$ cat config.mk
export PLATFORM = sky130hd
export DESIGN_NAME = spr_line_renderer
export DESIGN_NICKNAME = d
export VERILOG_FILES = /design/src/rtl/spr_render_pkg.sv /design/src/rtl/spr_attr_ram.sv /design/src/rtl/spr_line_buf.sv /design/src/rtl/spr_line_seq.sv /design/src/rtl/spr_line_renderer.sv
export SDC_FILE = /design/constraint.sdc
export NUM_CORES = 2
export LEC_CHECK = 0
export ABC_AREA = 0
export BUFFER_PORTS_ARGS = -buffer_cell sky130_fd_sc_hd__buf_2
export CAP_MARGIN = 20
export CELL_PAD_IN_SITES_DETAIL_PLACEMENT = 1
export CELL_PAD_IN_SITES_GLOBAL_PLACEMENT = 1
export CORE_MARGIN = 10
export CORE_UTILIZATION = 33
export DETAILED_ROUTE_END_ITERATION = 10
export PLACE_DENSITY_LB_ADDON = 0.08
export RECOVER_POWER = 100
export SYNTH_ARGS = -nofsm -noshare
export SYNTH_HDL_FRONTEND = slang
export SYNTH_HIERARCHICAL = 1
export SYNTH_MEMORY_MAX_BITS = 65536
export SYNTH_SLANG_ARGS = --single-unit
$ cat constraint.sdc
create_clock -name clk -period 10.9 [get_ports clk]
set_input_delay 0.545 -clock clk [delete_from_list [all_inputs] [get_ports clk]]
set_output_delay 0.545 -clock clk [all_outputs]
set_load 0.01 [all_outputs]
$ cat src/rtl/spr_render_pkg.sv
package spr_render_pkg;

  localparam int COORD_W  = 8;
  localparam int NUM_FLDS = 5;

  typedef enum logic [2:0] {
    ST_IDLE,
    ST_CLEAR,
    ST_FETCH,
    ST_EVAL,
    ST_DRAW,
    ST_DRAIN,
    ST_DONE
  } seq_state_t;

  typedef struct packed {
    logic               en;
    logic               vflip;
    logic               hflip;
    logic               tall;
    logic               wide;
    logic [COORD_W-1:0] ypos;
    logic [COORD_W-1:0] xpos;
    logic [COORD_W-1:0] tex_x;
    logic [COORD_W-1:0] tex_y;
  } spr_entry_t;

  // byte offset inside an entry of each stored field
  function automatic logic [2:0] field_ofs(input int f);
    case (f)
      0:       return 3'd0;
      1:       return 3'd1;
      2:       return 3'd2;
      3:       return 3'd4;
      default: return 3'd5;
    endcase
  endfunction

endpackage

$ cat src/rtl/spr_attr_ram.sv
module spr_attr_ram
  import spr_render_pkg::*;
#(
  parameter int ENTRIES     = 64,
  parameter int ENTRY_BYTES = 8,
  localparam int IDX_W      = $clog2(ENTRIES),
  localparam int BYTE_W     = $clog2(ENTRY_BYTES),
  localparam int ADDR_W     = IDX_W + BYTE_W
) (
  input  logic             clk,
  input  logic             we,
  input  logic [ADDR_W-1:0] waddr,
  input  logic [7:0]       wdata,
  input  logic [IDX_W-1:0] ridx,
  output spr_entry_t       rentry
);

  logic [BYTE_W-1:0] wofs;
  logic [IDX_W-1:0]  widx;
  assign wofs = waddr[BYTE_W-1:0];
  assign widx = waddr[ADDR_W-1:BYTE_W];

  // one narrow memory per stored field; unstored offsets are dropped
  for (genvar f = 0; f < NUM_FLDS; f++) begin : g_fld
    if (f == 0) begin : g_attr
      logic [4:0] mem [ENTRIES];
      logic [4:0] q;
      always_ff @(posedge clk) begin
        if (we && wofs == BYTE_W'(field_ofs(f)))
          mem[widx] <= {wdata[7], wdata[3:0]};
        q <= mem[ridx];
      end
    end else begin : g_byte
      logic [7:0] mem [ENTRIES];
      logic [7:0] q;
      always_ff @(posedge clk) begin
        if (we && wofs == BYTE_W'(field_ofs(f)))
          mem[widx] <= wdata;
        q <= mem[ridx];
      end
    end
  end

  assign rentry.en    = g_fld[0].g_attr.q[4];
  assign rentry.vflip = g_fld[0].g_attr.q[3];
  assign rentry.hflip = g_fld[0].g_attr.q[2];
  assign rentry.tall  = g_fld[0].g_attr.q[1];
  assign rentry.wide  = g_fld[0].g_attr.q[0];
  assign rentry.ypos  = g_fld[1].g_byte.q;
  assign rentry.xpos  = g_fld[2].g_byte.q;
  assign rentry.tex_x = g_fld[3].g_byte.q;
  assign rentry.tex_y = g_fld[4].g_byte.q;

endmodule

$ cat src/rtl/spr_line_buf.sv
module spr_line_buf #(
  parameter int DEPTH = 256,
  parameter int DW    = 8,
  localparam int AW   = $clog2(DEPTH)
) (
  input  logic          clk,
  input  logic          we,
  input  logic [AW-1:0] waddr,
  input  logic [DW-1:0] wdata,
  input  logic [AW-1:0] raddr,
  output logic [DW-1:0] rdata
);

  logic [DW-1:0] mem [DEPTH];

  always_ff @(posedge clk) begin
    if (we) mem[waddr] <= wdata;
    rdata <= mem[raddr];
  end

endmodule

$ cat src/rtl/spr_line_seq.sv
module spr_line_seq
  import spr_render_pkg::*;
#(
  parameter int ENTRIES  = 64,
  parameter int BASE_W   = 16,
  parameter int TEX_LAT  = 2,
  localparam int IDX_W   = $clog2(ENTRIES),
  localparam int TEX_AW  = BASE_W + COORD_W
) (
  input  logic               clk,
  input  logic               rst,
  input  logic               line_start,
  input  logic [COORD_W-1:0] line_num,
  input  logic [BASE_W-1:0]  tex_base,
  output logic [IDX_W-1:0]   ridx,
  input  spr_entry_t         rentry,
  output logic               tex_req,
  output logic [TEX_AW-1:0]  tex_addr,
  input  logic [7:0]         tex_rdata,
  output logic               lb_we,
  output logic [COORD_W-1:0] lb_waddr,
  output logic [7:0]         lb_wdata,
  output logic               done
);

  seq_state_t         st;
  logic [IDX_W-1:0]   idx;
  logic [COORD_W-1:0] clr_cnt;
  logic [COORD_W-1:0] line_q;
  logic [COORD_W-1:0] sx, tx0, tyr;
  logic               hflip_q;
  logic [3:0]         col, col_last;

  logic               pv  [TEX_LAT];
  logic [COORD_W-1:0] ppx [TEX_LAT];

  // entry evaluation
  logic [COORD_W-1:0] dy;
  logic [4:0]         hgt;
  logic               hit;
  logic [3:0]         row_sel;
  logic               last_idx;

  assign dy       = line_q - rentry.ypos;
  assign hgt      = rentry.tall ? 5'd16 : 5'd8;
  assign hit      = rentry.en && (dy < COORD_W'(hgt));
  assign row_sel  = rentry.vflip ? ((rentry.tall ? 4'd15 : 4'd7) - dy[3:0]) : dy[3:0];
  assign last_idx = (idx == IDX_W'(ENTRIES - 1));

  // draw datapath
  logic [3:0]         col_off;
  logic [COORD_W-1:0] cur_px;
  assign col_off  = hflip_q ? (col_last - col) : col;
  assign cur_px   = sx + COORD_W'(col_off);

  assign ridx     = idx;
  assign tex_req  = (st == ST_DRAW);
  assign tex_addr = {tex_base + BASE_W'(tyr), tx0 + COORD_W'(col)};

  logic pend;
  always_comb begin
    pend = 1'b0;
    for (int k = 0; k < TEX_LAT; k++) pend = pend | pv[k];
  end

  always_comb begin
    if (st == ST_CLEAR) begin
      lb_we    = 1'b1;
      lb_waddr = clr_cnt;
      lb_wdata = 8'd0;
    end else begin
      lb_we    = pv[TEX_LAT-1] && (tex_rdata != 8'd0);
      lb_waddr = ppx[TEX_LAT-1];
      lb_wdata = tex_rdata;
    end
  end

  // fetch pipeline: screen column travels alongside each request
  always_ff @(posedge clk) begin
    if (rst || line_start) begin
      for (int k = 0; k < TEX_LAT; k++) pv[k] <= 1'b0;
    end else begin
      pv[0] <= tex_req;
      for (int k = 1; k < TEX_LAT; k++) pv[k] <= pv[k-1];
    end
    ppx[0] <= cur_px;
    for (int k = 1; k < TEX_LAT; k++) ppx[k] <= ppx[k-1];
  end

  always_ff @(posedge clk) begin
    if (rst) begin
      st       <= ST_IDLE;
      idx      <= '0;
      clr_cnt  <= '0;
      line_q   <= '0;
      done     <= 1'b0;
      sx       <= '0;
      tx0      <= '0;
      tyr      <= '0;
      hflip_q  <= 1'b0;
      col      <= '0;
      col_last <= '0;
    end else if (line_start) begin
      st      <= ST_CLEAR;
      idx     <= '0;
      clr_cnt <= '0;
      line_q  <= line_num;
      done    <= 1'b0;
    end else begin
      case (st)
        ST_CLEAR: begin
          clr_cnt <= clr_cnt + 1'b1;
          if (clr_cnt == '1) st <= ST_FETCH;
        end
        ST_FETCH: st <= ST_EVAL;
        ST_EVAL: begin
          if (hit) begin
            sx       <= rentry.xpos;
            tx0      <= rentry.tex_x;
            tyr      <= rentry.tex_y + COORD_W'(row_sel);
            hflip_q  <= rentry.hflip;
            col_last <= rentry.wide ? 4'd15 : 4'd7;
            col      <= '0;
            st       <= ST_DRAW;
          end else if (last_idx) begin
            st <= ST_DRAIN;
          end else begin
            idx <= idx + 1'b1;
            st  <= ST_FETCH;
          end
        end
        ST_DRAW: begin
          col <= col + 1'b1;
          if (col == col_last) begin
            if (last_idx) st <= ST_DRAIN;
            else begin
              idx <= idx + 1'b1;
              st  <= ST_FETCH;
            end
          end
        end
        ST_DRAIN: begin
          if (!pend) begin
            st   <= ST_DONE;
            done <= 1'b1;
          end
        end
        default: ;
      endcase
    end
  end

  AST_IDX_ORDER: assert property (@(posedge clk) disable iff (rst)
    (!line_start && st != ST_IDLE) |=> (idx >= $past(idx)));
  AST_DONE_QUIET: assert property (@(posedge clk) disable iff (rst)
    done |-> !tex_req);
  AST_START_CLEARS_DONE: assert property (@(posedge clk) disable iff (rst)
    line_start |=> !done);
  AST_ROW_STABLE: assert property (@(posedge clk) disable iff (rst)
    (tex_req && $past(tex_req)) |-> (tex_addr[TEX_AW-1:COORD_W] == $past(tex_addr[TEX_AW-1:COORD_W])));
  AST_COL_STEP: assert property (@(posedge clk) disable iff (rst)
    (tex_req && $past(tex_req)) |-> (tex_addr[COORD_W-1:0] == $past(tex_addr[COORD_W-1:0]) + 8'd1));

endmodule

$ cat src/rtl/spr_line_renderer.sv
module spr_line_renderer
  import spr_render_pkg::*;
#(
  parameter int ENTRIES     = 64,
  parameter int ENTRY_BYTES = 8,
  parameter int BASE_W      = 16,
  parameter int TEX_LAT     = 2,
  localparam int IDX_W      = $clog2(ENTRIES),
  localparam int CPU_AW     = IDX_W + $clog2(ENTRY_BYTES),
  localparam int TEX_AW     = BASE_W + COORD_W
) (
  input  logic               clk,
  input  logic               rst,
  input  logic               cpu_we,
  input  logic [CPU_AW-1:0]  cpu_addr,
  input  logic [7:0]         cpu_wdata,
  input  logic [BASE_W-1:0]  tex_base,
  input  logic               line_start,
  input  logic [COORD_W-1:0] line_num,
  output logic               tex_req,
  output logic [TEX_AW-1:0]  tex_addr,
  input  logic [7:0]         tex_rdata,
  input  logic [COORD_W-1:0] lb_raddr,
  output logic [7:0]         lb_rdata,
  output logic               done
);

  logic [IDX_W-1:0]   ridx;
  spr_entry_t         rentry;
  logic               lb_we;
  logic [COORD_W-1:0] lb_waddr;
  logic [7:0]         lb_wdata;

  spr_attr_ram #(
    .ENTRIES    (ENTRIES),
    .ENTRY_BYTES(ENTRY_BYTES)
  ) u_attr (
    .clk   (clk),
    .we    (cpu_we),
    .waddr (cpu_addr),
    .wdata (cpu_wdata),
    .ridx  (ridx),
    .rentry(rentry)
  );

  spr_line_seq #(
    .ENTRIES(ENTRIES),
    .BASE_W (BASE_W),
    .TEX_LAT(TEX_LAT)
  ) u_seq (
    .clk       (clk),
    .rst       (rst),
    .line_start(line_start),
    .line_num  (line_num),
    .tex_base  (tex_base),
    .ridx      (ridx),
    .rentry    (rentry),
    .tex_req   (tex_req),
    .tex_addr  (tex_addr),
    .tex_rdata (tex_rdata),
    .lb_we     (lb_we),
    .lb_waddr  (lb_waddr),
    .lb_wdata  (lb_wdata),
    .done      (done)
  );

  spr_line_buf #(
    .DEPTH(1 << COORD_W),
    .DW   (8)
  ) u_lbuf (
    .clk  (clk),
    .we   (lb_we),
    .waddr(lb_waddr),
    .wdata(lb_wdata),
    .raddr(lb_raddr),
    .rdata(lb_rdata)
  );

endmodule

-- Word-level counts from Yosys, hierarchy flattened
Memories as Yosys holds them, arrays and structs flattened. A register that Yosys moved wholly into a read port is not among the register bits.
Cells that the tools add are included.
Widths: inputs -> output; s select.
- bits in registers: 59
- memory bits (writable): 4434
- input bits: 61
- memories: 8
- bitwise operators: 5
- reduce and logical (&&, ||, !) cells: 20
- multiplexer cells: 38
- eq/ne operators: 20
- add/sub/neg operators: 10
- order comparisons: 1
- memories (memory ; depth ; bits a word ; rd ports ; clocked after memory_dff ; write ports ; RTL line ; text):
    u_lbuf.mem ; 256 ; 8 ; 1 ; 1 ; 1 ; spr_line_buf.sv:14 ; logic [DW-1:0] mem [DEPTH];
    u_attr.g_fld[1].g_byte.mem ; 64 ; 8 ; 1 ; 1 ; 1 ; spr_attr_ram.sv:34 ; logic [7:0] mem [ENTRIES];
    u_attr.g_fld[2].g_byte.mem ; 64 ; 8 ; 1 ; 1 ; 1 ; spr_attr_ram.sv:34 ;
    u_attr.g_fld[3].g_byte.mem ; 64 ; 8 ; 1 ; 1 ; 1 ; spr_attr_ram.sv:34 ;
    u_attr.g_fld[4].g_byte.mem ; 64 ; 8 ; 1 ; 1 ; 1 ; spr_attr_ram.sv:34 ;
    u_attr.g_fld[0].g_attr.mem ; 64 ; 5 ; 1 ; 1 ; 1 ; spr_attr_ram.sv:26 ; logic [4:0] mem [ENTRIES];
    +2 memories ; n/a ; n/a ; n/a ; n/a ; n/a ; n/a ;
- operators by type and width (operator ; number):
    $add 8x4->8 ; 3
    $mux 4 ; 5
    $mux 1 ; 19
    $mux 6 ; 3
    $add 16x8->16 ; 1
    $mux 8 ; 2
    $mux 3 ; 5
    $pmux 3 s5 ; 1
    $eq 3x3->1 const B ; 4
    $pmux 6 s2 ; 1
    $eq 3x2->1 const B ; 3
    $ne 3x3->1 const B ; 3
    $reduce_and 3->1 ; 3
    $add 8x1->8 const B ; 1
    $eq 8x8->1 const B ; 1
    $lt 8x5->1 ; 1
    $ne 2x2->1 const B ; 4
    $pmux 4 s2 ; 1
    $reduce_and 4->1 ; 2
    $reduce_bool 8->1 ; 1
    $sub 4x4->4 ; 2
    $sub 8x8->8 ; 1
    $logic_and 1x1->1 ; 7
    $add 6x1->6 const B ; 1
    other kinds (15) ; 19

-- Longest topological paths before layout
- depth after elaboration: 6
- depth in mapped cells: 15
- mapped depth without buffers: 15

-- Cells and area by module
Netlist, hierarchy kept.
- by module, submodules not included (module ; cells each ; instances ; seq. area each (sq um) ; area an instance (sq um)):
    spr_attr_ram ; 4165 ; 1 ; 71848.9 ; 91710.5
    spr_line_buf ; 3733 ; 1 ; 61659.1 ; 79556.3
    spr_line_seq ; 497 ; 1 ; 1501.4 ; 4515.6

-- Worst setup path before layout
Ideal clock, no wire load.
- path kind: register to register
- start: register u_seq.st[0]
- end: memory u_lbuf.mem[0][0] (data pin)
- setup slack: 2.359 ns
- path buffers: 2
- stages on the path, launching flop included: 5
- arrival time: 7.095 ns
- period minus slack after synthesis: 8.541 ns
- cell sequence: dfxtp_1 > clkbuf_1 > nor3b_1 > clkbuf_1 > nor2b_1
- longest elaborated chain between the ends: 2
- ends and longest elaborated chain (item ; RTL line ; text):
    start, declared ; spr_line_seq.sv:26 ; seq_state_t st;
    start signal, assigned ; spr_line_seq.sv:92 ; st <= ST_IDLE;
    start signal, assigned ; spr_line_seq.sv:104 ; st <= ST_CLEAR;
    start signal, assigned ; spr_line_seq.sv:113 ; if (clr_cnt == '1) st <= ST_FETCH;
    $eq 3x1->1 ; spr_line_seq.sv:67 ; if (st == ST_CLEAR) begin
    $mux 8 ; spr_line_seq.sv:67 ;
    net lb_wdata[0] ; spr_line_renderer.sv:32 ; logic [7:0] lb_wdata;
    end, declared ; spr_line_buf.sv:14 ;
The timed path passes the listed nets, and every way through them passes these cells.

-- Worst setup path in the final report
- start: register u_seq.st[0]
- end: memory u_lbuf.mem[81][5] (data pin)
The elaborated chain is that of the path after synthesis.

==> results.py <==
metrics = {
    "outcome": {
        "status": "complete, but fails checks",
        "failed_checks": "capacitance limit, slew limit",
    },
    "global_route": {
        "grt_pass1_wl_microns": 759000,
        "grt_max_degree": 165,
        "antenna_found_initial": 24,
        "grt_pass1_vias": 92647,
        "grt_overflow_total": 0,
        "track_usage": 0.189,
    },
    "yosys": {
        "yosysSeqAreaShare": 0.768,
        "syn-instance-count": 8395,
        "ys.flop_type": "edfxtp_1",
        "ys_top_cells_by_area": "edfxtp_1 (75%), mux4_2 (13%), nor2_1 (1.5%), dfxtp_1 (1.4%), mux2i_1 (1.3%)",
        "syn-num-nets": 8498,
        "yosysUniqueCellTypes": 75,
        "avgSynthCellArea_sq_um": 20.9,
        "ys_ff_latch": 4536,
        "synth_warnings": 6,
        "synth-async-reset-ratio": 0,
        "syn_area_sq_mm": 0.176,
        "synth_enable_flop_cells": 4416,
        "synth_top_cell_area_share": 0.754,
        "synth_top_cell_by_area": "edfxtp_1",
    },
    "worst_setup_path": {
        "required_ns": 11.58,
        "setup.worst_path.start": "u_seq/st[0]$_SDFFE_PP0P_",
        "worst_setup_path_start_kind": "flip-flop",
        "cp-endpoint": "u_lbuf/mem[81][5]$_DFFE_PP_",
        "worstPathMaxFanout": 76,
        "worstPathArrival_ns": 7.71,
        "r2r_start": "u_seq/st[0]$_SDFFE_PP0P_",
        "worst-setup-path-type": "reg -> reg",
        "r2r-end": "u_lbuf/mem[81][5]$_DFFE_PP_",
        "r2r_slack_ns": 3.87,
        "rr_worst_depth": 5,
        "endpoint_kind": "flip-flop",
    },
    "layout": {
        "syn_to_final_growth_pct": 14.4,
        "stdcell_count": 16257,
        "drive_gt1_frac": 0.220,
        "final_common_cell": "edfxtp_1",
        "final_cell_mix": "edfxtp_1 (4416), mux4_2 (1046), nor2_1 (712)",
        "nets": 8925,
    },
    "clock_tree": {
        "clockRootBuffer": "clkbuf_16",
        "cts_buffer_depth": 4,
        "clock-sinks": 4536,
        "clock_insertion_delay_worst_skew_ns": 1.05,
        "cts_post_setup_buffers_inserted": 0,
        "path_clk_slew_ns": 0.06,
        "cts_tree": "built",
        "htree_levels": 6,
        "cts_resized": 0,
        "cts_buffers": 526,
    },
    "place": {
        "dp.cells": 15267,
        "gp_congestion": 0.781,
        "place.port_buffers": 94,
        "dp_hpwl_microns": 345000,
    },
    "timing": {
        "setup_tns_ns": 0,
        "slew_violations": 2473,
        "finClkSkew_ns": 0.0369,
        "min_period_ns": 7.03,
        "setup_viol": 0,
        "relSlewSlack": -3.61,
        "worst_slew_pin_slew_ns": 6.91,
        "max_freq_mhz": 142,
        "final_hold_viol_count": 0,
        "rsz0062_at_grt": "false",
        "hold_slack_ns": 0.112,
        "finalCritPeriodShare": 0.645,
    },
    "power_and_ir_drop": {
        "irDropWorstVdd_mv": 0.152,
        "leakage_nw": 60.8,
        "power.density_mw_per_mm2": 186,
    },
    "drt": {
        "dr.pass1.iters": 5,
        "ant_nets": 0,
        "routed_wl_microns": 545000,
        "vias": 86790,
        "via_per_inst": 5.34,
        "drc_errors": 0,
        "first_iter_violations": 7250,
        "wire_per_inst_microns": 33.5,
    },
    "floorplan": {
        "die_y_microns": 750,
        "die-area_sq_mm": 0.562,
        "die_w_microns": 750,
        "ioPinCount": 95,
        "core-area_sq_mm": 0.532,
        "core.rowCount": 268,
        "start_util": 0.331,
    },
    "run": {
        "cap_violations": 48,
    },
    "worst_hold_path": {
        "hold_path_class": "in -> reg",
        "hold_depth": 3,
    },
}
-- what timing repair did --
action	in CTS	in global routing
endpoints found under the hold margin	189	0
hold buffers	26	0
endpoints found under the setup margin	0	0
-- flip-flops by register name, summed over array words and instances, names as in the netlist, 2 cells and up --
| name | cells |
|---|---|
| u_lbuf/rdata | 8 |
| u_attr/g_fld.g_attr.mem | 320 |
| u_attr/g_fld.g_byte.mem | 2048 |
| u_seq/st | 3 |
| u_seq/pv | 2 |
| u_seq/tx0 | 8 |
| u_seq/col_last | 2 |
| u_seq/ppx | 16 |
| u_seq/ridx | 6 |
| u_seq/col | 4 |
| u_attr/g_fld.g_attr.q | 5 |
| u_lbuf/mem | 2048 |
| u_attr/g_fld.g_byte.q | 32 |
| u_seq/tyr | 8 |
| u_seq/clr_cnt | 8 |
| u_seq/line_q | 8 |
| u_seq/sx | 8 |
-- final cells by class --
class                      instances  area, sq um
fill                           50629       331000
sequential                      4536       135000
multi-input combinational       3332        38000
clock buffer                     692        14500
tap                             7020         8780
timing repair buffer             400         2670
clock inverter                   244         2030
inverter                          26         97.6
antenna                            7         17.5
-- worst min-delay path by stage --
stage	endpoint	start	slack, ns
3_3_place_gp	u_seq/ppx[0][11]$_DFF_P_	u_seq/ppx[0][3]$_DFF_P_	0.32
2_1_floorplan	u_seq/ppx[0][10]$_DFF_P_	u_seq/ppx[0][2]$_DFF_P_	0.31
4_1_cts	u_seq/line_q[3]$_SDFFE_PP0P_	line_start	0.004
5_1_grt	u_seq/line_q[3]$_SDFFE_PP0P_	line_start	0.07
3_5_place_dp	u_seq/ppx[0][8]$_DFF_P_	u_seq/ppx[0][0]$_DFF_P_	0.32
6_report	u_seq/line_q[3]$_SDFFE_PP0P_	line_start	0.11
-- through the flow --
step | utilization | instance area (sq um) | power [mW] | setup slack, ns
2_1_floorplan | - | 176000 | 20.2 | 2.36
3_3_place_gp | 0.347 | 184000 | 20.8 | 5.54
3_5_place_dp | 0.348 | 185000 | 20.8 | 5.64
4_1_cts | 0.379 | 202000 | 38.0 | 6.30
5_1_grt | 0.378 | 201000 | 38.8 | 3.17
6_report | 0.378 | 201000 | 37.5 | 3.87
-- cells by family after synthesis --
| logic type | after synthesis | share of synthesized area |
|---|---|---|
| flip-flops | 4536 | 0.768 |
| multiplexers | 1281 | 0.148 |
| AND/OR/NAND/NOR | 1138 | 0.0283 |
| AO/OA/AOI/OAI | 824 | 0.0337 |
| buffers and inverters | 527 | 0.0166 |
| XOR/XNOR | 47 | 0.00234 |
| adder cells (fa/ha/maj) | 42 | 0.00325 |
-- worst max-delay path, stage by stage (launching register included) --
cell and delay, ns:
dfxtp_1 0.39, nor3b_1 0.19, clkbuf_1 0.69, nor2b_1 1.06, clkbuf_1 2.98, buf_4 1.07
-- report_power, final --
group          internal (mW)  leakage, nW  switching [mW]
registers               19.2         40.8          0.0242
logic                  0.312         11.9           0.852
clock network           10.1         8.09            7.02
total                   29.6         60.8            7.89
-- cells in the mapped netlist, types with 38 or more instances --
library cell	count
a221oi_1	107
nor2_1	718
buf_1	43
buf_2	81
a22o_1	74
dfxtp_1	120
nand3_1	55
mux2i_1	220
buf_4	75
nand2_1	132
a22oi_1	151
o22ai_1	108
o221ai_1	62
nor2b_1	59
edfxtp_1	4416
mux4_2	1046
a211oi_1	38
clkbuf_1	246
a21oi_1	176
-- per-layer routing --
metal / GRT usage / part of all wire
met5: 0 / 0.00024
met3: 0.0245 / 0.039
met1: 0.249 / 0.42
met4: 0.0470 / 0.027
met2: 0.330 / 0.51
No activity file was read; power rests on OpenSTA's default activity.
